**config.mk**
```make
export PLATFORM = sky130hd
export DESIGN_NAME = ldly_store
export DESIGN_NICKNAME = d
export VERILOG_FILES = /design/src/rtl/ldly_pkg.sv /design/src/rtl/ldly_addr_gen.sv /design/src/rtl/ldly_bank.sv /design/src/rtl/ldly_rst_delay.sv /design/src/rtl/ldly_store.sv
export SDC_FILE = /design/constraint.sdc
export NUM_CORES = 2
export LEC_CHECK = 0
export CAP_MARGIN = 0
export CORE_MARGIN = 2
export CORE_UTILIZATION = 54
export DETAILED_ROUTE_END_ITERATION = 8
export GPL_ROUTABILITY_DRIVEN = 0
export PLACE_DENSITY = 0.7
export SYNTH_ARGS = -nofsm -noshare
export SYNTH_HDL_FRONTEND = slang
export SYNTH_HIERARCHICAL = 1
export SYNTH_SLANG_ARGS = --single-unit
```
**constraint.sdc**
```tcl
create_clock -name clk -period 6.35 [get_ports clk]
set_clock_uncertainty 0.15 [all_clocks]
set_input_delay 1.27 -clock clk [delete_from_list [all_inputs] [get_ports clk]]
set_output_delay 1.27 -clock clk [all_outputs]
set_load 0.005 [all_outputs]
```
**src/rtl/ldly_pkg.sv**
```systemverilog
package ldly_pkg;
   // Mode word layout (bit 3 down to bit 0)
   typedef struct packed {
      logic port_b_out;   // bit 3: last stage presented on port B
      logic chained;      // bit 2: second group fed from first group
      logic wide;         // bit 1: 16-bit pixels
      logic eight;        // bit 0: eight short lines
   } ldly_cfg_t;

   function automatic logic eight_active(input ldly_cfg_t c);
      return c.eight & ~c.wide;
   endfunction

   function automatic logic port_b_active(input ldly_cfg_t c);
      return c.port_b_out & ~c.wide;
   endfunction
endpackage

```
**src/rtl/ldly_addr_gen.sv**
```systemverilog
module ldly_addr_gen #(
   parameter int PTR_W = 6,
   parameter int LEN_W = PTR_W + 1
) (
   input  logic             clk,
   input  logic             rst_n,
   input  logic             hold_i,
   input  logic [LEN_W-1:0] eff_len_i,
   output logic [PTR_W-1:0] ptr_o
);
   logic [LEN_W-1:0] last_w;
   assign last_w = eff_len_i - 1'b1;

   always_ff @(posedge clk or negedge rst_n) begin
      if (!rst_n)
         ptr_o <= '0;
      else if (hold_i)
         ptr_o <= '0;
      else if ({1'b0, ptr_o} >= last_w)
         ptr_o <= '0;
      else
         ptr_o <= ptr_o + 1'b1;
   end
endmodule

```
**src/rtl/ldly_bank.sv**
```systemverilog
module ldly_bank #(
   parameter int DEPTH = 32,
   parameter int W     = 8,
   localparam int AW   = $clog2(DEPTH)
) (
   input  logic          clk,
   input  logic          we_i,
   input  logic [AW-1:0] addr_i,
   input  logic [W-1:0]  wdata_i,
   output logic [W-1:0]  rdata_o
);
   logic [W-1:0] mem [DEPTH];

   always_ff @(posedge clk) begin
      if (we_i) mem[addr_i] <= wdata_i;
   end

   // read before the write lands: old contents at this address
   assign rdata_o = mem[addr_i];
endmodule

```
**src/rtl/ldly_rst_delay.sv**
```systemverilog
module ldly_rst_delay #(
   parameter int DLY_W = 6,
   localparam int SR_LEN = (1 << DLY_W) - 1
) (
   input  logic             clk,
   input  logic             rst_n,
   input  logic             d_i,
   input  logic [DLY_W-1:0] dly_i,
   output logic             q_o
);
   logic [SR_LEN-1:0] sr;
   logic [DLY_W-1:0]  sel;

   always_ff @(posedge clk or negedge rst_n) begin
      if (!rst_n) sr <= '0;
      else        sr <= {sr[SR_LEN-2:0], d_i};
   end

   assign sel = dly_i - 1'b1;
   assign q_o = (dly_i == '0) ? d_i : sr[sel];
endmodule

```
**src/rtl/ldly_store.sv**
```systemverilog
module ldly_store
   import ldly_pkg::*;
#(
   parameter int PIX_W    = 8,
   parameter int LINE_MAX = 64,
   parameter int NLINE    = 8,
   parameter int DLY_W    = 6,
   localparam int PTR_W   = $clog2(LINE_MAX),
   localparam int LEN_W   = PTR_W + 1,
   localparam int TAP_W   = 2 * PIX_W
) (
   input  logic                   clk,
   input  logic                   rst_n,
   input  logic [3:0]             cfg_i,
   input  logic [LEN_W-1:0]       len_i,
   input  logic [DLY_W-1:0]       dly_i,
   input  logic                   bypass_i,
   input  logic                   lres_i,
   input  logic [PIX_W-1:0]       pix_a_i,
   input  logic [PIX_W-1:0]       pix_b_i,
   output logic [NLINE*TAP_W-1:0] taps_o,
   output logic [PIX_W-1:0]       pix_b_o,
   output logic                   pix_b_oe,
   output logic                   lres_dly_o
);
   localparam int NHALF      = NLINE / 2;
   localparam int BANK_DEPTH = LINE_MAX / 2;
   localparam int BAW        = $clog2(BANK_DEPTH);

   // elaboration-time parameter checks
   if (LINE_MAX < 4 || (LINE_MAX & (LINE_MAX - 1)) != 0) begin : g_bad_len
      $error("LINE_MAX must be a power of two of at least 4");
   end
   if (NLINE < 4 || (NLINE % 4) != 0) begin : g_bad_lines
      $error("NLINE must be a multiple of 4");
   end
   if (DLY_W < 2) begin : g_bad_dly
      $error("DLY_W must be at least 2");
   end
   if (PIX_W < 1) begin : g_bad_pix
      $error("PIX_W must be positive");
   end

   ldly_cfg_t        cfg;
   logic             mode_eight, mode_wide, b_out, chain;
   logic [LEN_W-1:0] mode_max, eff_len;
   logic [PTR_W-1:0] ptr;
   logic [TAP_W-1:0] src_a, src_b;

   assign cfg        = ldly_cfg_t'(cfg_i);
   assign mode_eight = eight_active(cfg);
   assign mode_wide  = cfg.wide;
   assign b_out      = port_b_active(cfg);
   assign chain      = cfg.chained | mode_wide | b_out;

   assign mode_max = (mode_eight | mode_wide) ? LEN_W'(BANK_DEPTH) : LEN_W'(LINE_MAX);
   assign eff_len  = (len_i == '0 || len_i > mode_max) ? mode_max : len_i;

   assign src_a = mode_wide ? {pix_a_i, pix_b_i} : {{PIX_W{1'b0}}, pix_a_i};
   assign src_b = {{PIX_W{1'b0}}, pix_b_i};

   ldly_addr_gen #(.PTR_W(PTR_W), .LEN_W(LEN_W)) u_addr (
      .clk       (clk),
      .rst_n     (rst_n),
      .hold_i    (lres_i),
      .eff_len_i (eff_len),
      .ptr_o     (ptr)
   );

   ldly_rst_delay #(.DLY_W(DLY_W)) u_rdly (
      .clk   (clk),
      .rst_n (rst_n),
      .d_i   (lres_i),
      .dly_i (dly_i),
      .q_o   (lres_dly_o)
   );

   logic [PIX_W-1:0] rd      [NLINE];
   logic [PIX_W-1:0] wd      [NLINE];
   logic [NLINE-1:0] we;
   logic [TAP_W-1:0] tap_w   [NLINE];
   logic [TAP_W-1:0] line_in [NLINE];

   // memory banks and their write steering
   for (genvar b = 0; b < NLINE; b++) begin : g_bank
      localparam int  LN  = b / 2;
      localparam bit  ODD = (b % 2) == 1;

      always_comb begin
         if (mode_eight) begin
            we[b] = ~lres_i;
            wd[b] = line_in[b][PIX_W-1:0];
         end else if (mode_wide) begin
            we[b] = ~lres_i;
            wd[b] = ODD ? line_in[LN][PIX_W-1:0] : line_in[LN][TAP_W-1:PIX_W];
         end else begin
            we[b] = ~lres_i & (ptr[PTR_W-1] == ODD);
            wd[b] = line_in[LN][PIX_W-1:0];
         end
      end

      ldly_bank #(.DEPTH(BANK_DEPTH), .W(PIX_W)) u_bank (
         .clk     (clk),
         .we_i    (we[b]),
         .addr_i  (ptr[BAW-1:0]),
         .wdata_i (wd[b]),
         .rdata_o (rd[b])
      );
   end

   // stage outputs assembled from the banks
   for (genvar l = 0; l < NLINE; l++) begin : g_tap
      logic [TAP_W-1:0] raw;
      logic             active;

      if (l < NHALF) begin : g_long
         always_comb begin
            if (mode_eight)
               raw = {{PIX_W{1'b0}}, rd[l]};
            else if (mode_wide)
               raw = {rd[2*l], rd[2*l+1]};
            else
               raw = {{PIX_W{1'b0}}, (ptr[PTR_W-1] ? rd[2*l+1] : rd[2*l])};
         end
         assign active = 1'b1;
      end else begin : g_short
         assign raw    = mode_eight ? {{PIX_W{1'b0}}, rd[l]} : '0;
         assign active = mode_eight;
      end

      if (l == 0) begin : g_first
         assign tap_w[l] = bypass_i ? src_a : raw;
      end else begin : g_rest
         assign tap_w[l] = raw;
      end

      assign taps_o[l*TAP_W +: TAP_W] = active ? tap_w[l] : '0;
   end

   // stage inputs: chain inside a group, group B head selectable
   for (genvar l = 0; l < NLINE; l++) begin : g_in
      localparam bit HEAD4 = (l == NHALF / 2);
      localparam bit HEAD8 = (l == NHALF);
      if (l == 0) begin : g_a_head
         assign line_in[l] = src_a;
      end else begin : g_follow
         logic is_head;
         assign is_head    = mode_eight ? HEAD8 : HEAD4;
         assign line_in[l] = (is_head && !chain) ? src_b : tap_w[l-1];
      end
   end

   assign pix_b_oe = b_out;
   assign pix_b_o  = b_out ? (mode_eight ? tap_w[NLINE-1][PIX_W-1:0]
                                         : tap_w[NHALF-1][PIX_W-1:0])
                           : '0;
endmodule

```
[After elaboration in Yosys (flattened, before gate mapping)]
Memory sizes are Yosys's and may differ from the RTL's.
Index checks and enable logic that the tools add are counted.
Storage, ports and cells
  output and inout port bits: 138
  bits in writable memories: 2048
  register bits after elaboration: 69
  input bits: 37
  logic and storage cells: 83
  memories: 8
Cells by class
  add/sub/neg operators: 3
  mux-type cells: 51
  magnitude comparators: 3
  reduce and logical (&&, ||, !) cells: 6
  bitwise logic cells: 10
Memory list
  g_bank[0].u_bank.mem: depth 32, bits a word 8, rd ports 1, clocked after memory_dff 0, wr ports 1, RTL line ldly_bank.sv:12  | logic [W-1:0] mem [DEPTH];
  g_bank[1].u_bank.mem: depth 32, bits a word 8, rd ports 1, clocked after memory_dff 0, wr ports 1, RTL line ldly_bank.sv:12
  g_bank[2].u_bank.mem: depth 32, bits a word 8, rd ports 1, clocked after memory_dff 0, wr ports 1, RTL line ldly_bank.sv:12
  g_bank[3].u_bank.mem: depth 32, bits a word 8, rd ports 1, clocked after memory_dff 0, wr ports 1, RTL line ldly_bank.sv:12
  g_bank[4].u_bank.mem: depth 32, bits a word 8, rd ports 1, clocked after memory_dff 0, wr ports 1, RTL line ldly_bank.sv:12
  g_bank[5].u_bank.mem: depth 32, bits a word 8, rd ports 1, clocked after memory_dff 0, wr ports 1, RTL line ldly_bank.sv:12
  +2 memories
Operators by type and width (count)
  8-bit 2-to-1 mux: 23
  16-bit 2-to-1 mux: 11
  7-bit 2-to-1 mux: 2
  1-bit 2-to-1 mux: 12
  6-bit 2-to-1 mux: 2
  6-bit by 7-bit greater-or-equal comparator with 1-bit output: 1
  7-bit > comparator: 1
  7-bit zero test: 1
  6-bit by 7-bit less-than comparator with 1-bit output (second input constant): 1
  7-bit by 1-bit subtractor with 7-bit output (second input constant): 1
  6-bit by 1-bit adder with 6-bit output (second input constant): 1
  1-bit binary-select mux with 6-bit select: 1
  6-bit zero test: 1
  6-bit by 1-bit subtractor with 6-bit output (second input constant): 1
  1-bit AND: 4
  1-bit NOT: 3
  1-bit OR: 3
  1-bit logical AND: 2
  1-bit zero test: 1
  1-bit logical OR: 1

[Logic depth before layout (Yosys ltp)]
  depth in word-level cells: 11
  gate-level depth with buffers: 18
  mapped depth without buffers: 16

[By module]
The synthesis kept the hierarchy.
Modules (own cells, without submodules)
  ldly_bank: seq. area each 7687.4 um^2, area an instance 10045.9 um^2, instances 8, cells each 568
  ldly_store: seq. area each 0.0 um^2, area an instance 2712.6 um^2, instances 1, cells each 441
  ldly_rst_delay: seq. area each 1576.5 um^2, area an instance 2356.0 um^2, instances 1, cells each 150
  ldly_addr_gen: seq. area each 150.1 um^2, area an instance 476.7 um^2, instances 1, cells each 48

[Worst setup path after synthesis]
Ideal clock, no wire load.
  path kind: input -> output
  from: in dly_i[0]
  to: out lres_dly_o
  arrival: 3.519 ns
  slack: 1.411 ns
  buffers on the path: 2
  data required time: 4.930 ns
  cell stages on the path: 10
  path through: buf_2 inv_2 ha_1 buf_6 xor2_4 mux4_2 and2_1 a211oi_1 a31oi_1 a221o_1
Between the ends
  longest elaborated chain between the ends: 4
RTL lines
  start, declared: RTL line ldly_store.sv:16  | input logic [DLY_W-1:0] dly_i,
  6-bit by 1-bit subtractor with 6-bit output: RTL line ldly_rst_delay.sv:19  | assign sel = dly_i - 1'b1;
  1-bit binary-select mux with 6-bit select: RTL line ldly_rst_delay.sv:20  | assign q_o = (dly_i == '0) ? d_i : sr[sel];
  1-bit 2-to-1 mux (implied by the code): RTL line ldly_rst_delay.sv:20
  1-bit 2-to-1 mux (*): RTL line ldly_rst_delay.sv:20
  end, declared: RTL line ldly_store.sv:24  | output logic lres_dly_o
Every way passes the cells marked *; elsewhere a longest branch is shown, timed or not. The select of a mux whose other input is x is not followed.

==> results.yml <==
finish:
  drive_above_1_share_pct: 11.33
  final_core_util_pct: 61.47
  layout_common_cells: "2,048 x edfxtp_1, 1,067 x mux2i_1, 504 x o22ai_1"
  area_growth_pct: 13.19
  final_common_cell: "edfxtp_1"
  layout.nets: 5456
worst_setup_path:
  cp_cell_sequence: "buf_12 > nand4bb_1 > o22ai_1 > nor4_1 > nand2_1 > a222oi_1 > buf_4 > inv_1 > clkdlybuf4s50_1"
  worst_setup_path_start_kind: "flop"
  required_ns: 4.93
  ff2ff_path_depth: 8
  critPathMaxStageDelay_ns: 0.78
  cp.arrival_ns: 5.03
  cpMaxStageDelayCell: "dfrtp_4"
  crit_fanout: 52
  rr_startpoint: "u_addr/ptr_o[4]"
  rrSetupSlack_ns: 1.53
  crit_type: "reg -> out"
  timing.rr.end: "g_bank[4].u_bank/mem[12][2]"
  endpoint_kind: "primary output"
min_path:
  min_to: "u_rdly/sr[62]"
  hp-class: "reg -> reg"
  hold_depth: 0
  hold_start: "u_rdly/sr[61]"
detailed_routing:
  viasPerCell: 6.374
  ant_nets: 0
  wl_mm: 214.7
  drc: 0
  dr.pass1.iters: 6
  vias: 48850
  routedWlPerCell_um: 28.01
  drtIter0Drc: 6333
timing:
  grt_setup_unrepaired: "no"
  clock.fmax_mhz: 155.0
  final.setup.worst_slack_ns: -0.1012
  hold_viol_final: 0
  setup_viol: 1
  min_period_ns: 6.451
  post-route-period-util_pct: 101.6
  final_max_slew_viol_count: 0
  tns_ns: -0.1012
  worstMarginPinSlew_ns: 1.409
  slew_headroom_pct: 5.334
place:
  place.port_buffers: 142
  hpwl_mm: 137.4
  pre_cts_ws_ns: 0.5929
global_routing:
  grt_max_degree: 117
  grt_overflow: 0
  track_usage_pct: 25.90
  antenna_found_initial: 11
  grt_pass1_wl_mm: 310.7
  grt_pass1_vias: 46770
outcome:
  status: "finished with violations"
  violations: "setup timing"
flow_run:
  max_cap_violations: 0
logic_synthesis:
  yosysWarnings: 6
  synth_edf_count: 2048
  async_reset_ff_share_pct: 3.259
  synth_top_cell_by_area: "edfxtp_1"
  yosysUniqueCellTypes: 63
  synth_flop_cell: "edfxtp_1"
  postSynthRegisterBits: 2117
  synth_area_per_cell_um2: 16.58
  syn_area_mm2: 0.08591
  synth-seq-area-share_pct: 73.59
  yosysTopAreaCellShare_pct: 71.58
  syn-instance-count: 5183
  yosys-top-cells-area: "edfxtp_1 72%, mux2i_1 13%, o22ai_1 3.7%, dfrtp_1 2.0%, nor2_1 1.1%"
clock_network:
  hold_buffers: 0
  cts_root_buf: "clkbuf_16"
  clock_latency_ns: 0.87
  clockBufferDepth: 3
  clkTransAtPathRegs_ns: 0.07
  cts_tree: "yes"
  cts_sinks: 2117
  cts-htree-levels: 4
  numCtsBuffers: 206
die:
  coreArea_mm2: 0.1582
  die_y_um: 402.9
  rows: 146
  io_pins: 175
  initial_core_util_pct: 54.31
  die_area_mm2: 0.1623
  die_w_um: 402.9
pwr:
  peakVddDrop_v: 0.0003215
  power.density_mw_per_mm2: 434.0
  p_leak_nw: 31.55
  p_total_mw: 42.20
## cells in the mapped netlist, types with 7 or more instances
cell,count
o22ai_2,8
nor2_1,256
nand4bb_1,40
ha_1,12
nand3_1,36
mux2i_1,1075
edfxtp_1,2048
mux4_2,11
xnor2_1,7
nand4b_1,32
or3_1,9
buf_2,185
o22ai_1,512
nand3b_1,33
or4bb_1,8
a22oi_1,11
a31oi_1,10
a222oi_1,8
clkbuf_2,8
nor4_1,128
dfrtp_1,69
mux2_2,9
nor2b_1,19
buf_1,21
a221oi_1,8
or4_1,9
inv_1,24
or4b_1,32
buf_6,19
and3_1,10
o221ai_1,9
nand4_1,9
a21oi_1,35
nor3_1,38
o21ai_0,20
clkbuf_1,96
o21a_1,16
or3b_2,24
and2_1,54
nand2_1,149
buf_4,33
## stage by stage
stage | std cells | instance area, µm² | hold slack [ns]
global route | 7661 | 97240 | 0.2292
finish | 7664 | 97240 | 0.2167
floorplan | 5214 | 86030 | 0.1988
global placement | 7266 | 90300 | 0.2040
CTS | 7657 | 97140 | 0.2196
detailed placement | 7266 | 90300 | 0.2096
## sequential cells by signal, summed over array words and instances, names as in the netlist
name	cells
g_bank.u_bank/mem	2048
u_addr/ptr_o	6
u_rdly/sr	63
## timing repair
action | CTS | global route
endpoints found under the hold margin | 0 | 0
gates cloned | 0 | 0
gates resized for setup | 1 | 8
buffers inserted | 3 | 2
setup endpoints to repair | 20 | 30
## worst max-delay path, delay by kind of cell (launching register included)
family | cells | cell delay (ns)
flops | 1 | 0.78
compound gates | 2 | 0.86
buf+inv | 4 | 1.03
simple gates | 3 | 1.44
## layer usage
layer / wire (µm) / GRT usage, %
met5: 34 / 0
met1: 88370 / 37.38
met4: 6695 / 8.194
met2: 98310 / 39.53
met3: 21290 / 5.734
## power breakdown
group / switching, mW / total (mW) / internal [mW]
sequential: 0.220 / 17.8 / 17.6
clock: 5.22 / 12.1 / 6.91
combinational: 8.12 / 12.2 / 4.11
total: 13.6 / 42.2 / 28.6
## cell families after synthesis
family	synth area share (%)
simple gates	5.936
flops	73.59
other cells	0.004365
buf+inv	2.287
mux	12.93
xor+xnor	0.1544
fa+ha+maj	0.1748
compound gates	4.920
## cell type report
type	count	area, µm²
sequential	2117	63240
fill	11350	60950
multi-input combinational	2709	21240
clock buffer	267	5644
timing repair buffer	347	3279
tap	2072	2592
clock inverter	121	1137
inverter	26	97.59
antenna	5	12.51
## worst max-delay path by stage
stage	from	to	slack, ns	depth (start not counted)
final	u_addr/ptr_o[4]	taps_o[18]	-0.10	9
after global routing	u_addr/ptr_o[4]	taps_o[18]	0.02	9
after CTS	u_addr/ptr_o[4]	taps_o[38]	0.02	11
after detailed placement	dly_i[0]	lres_dly_o	0.59	11
after global placement	dly_i[0]	lres_dly_o	0.52	11
after floorplan	dly_i[0]	lres_dly_o	1.41	10
Power figures use the tool's default switching activity.
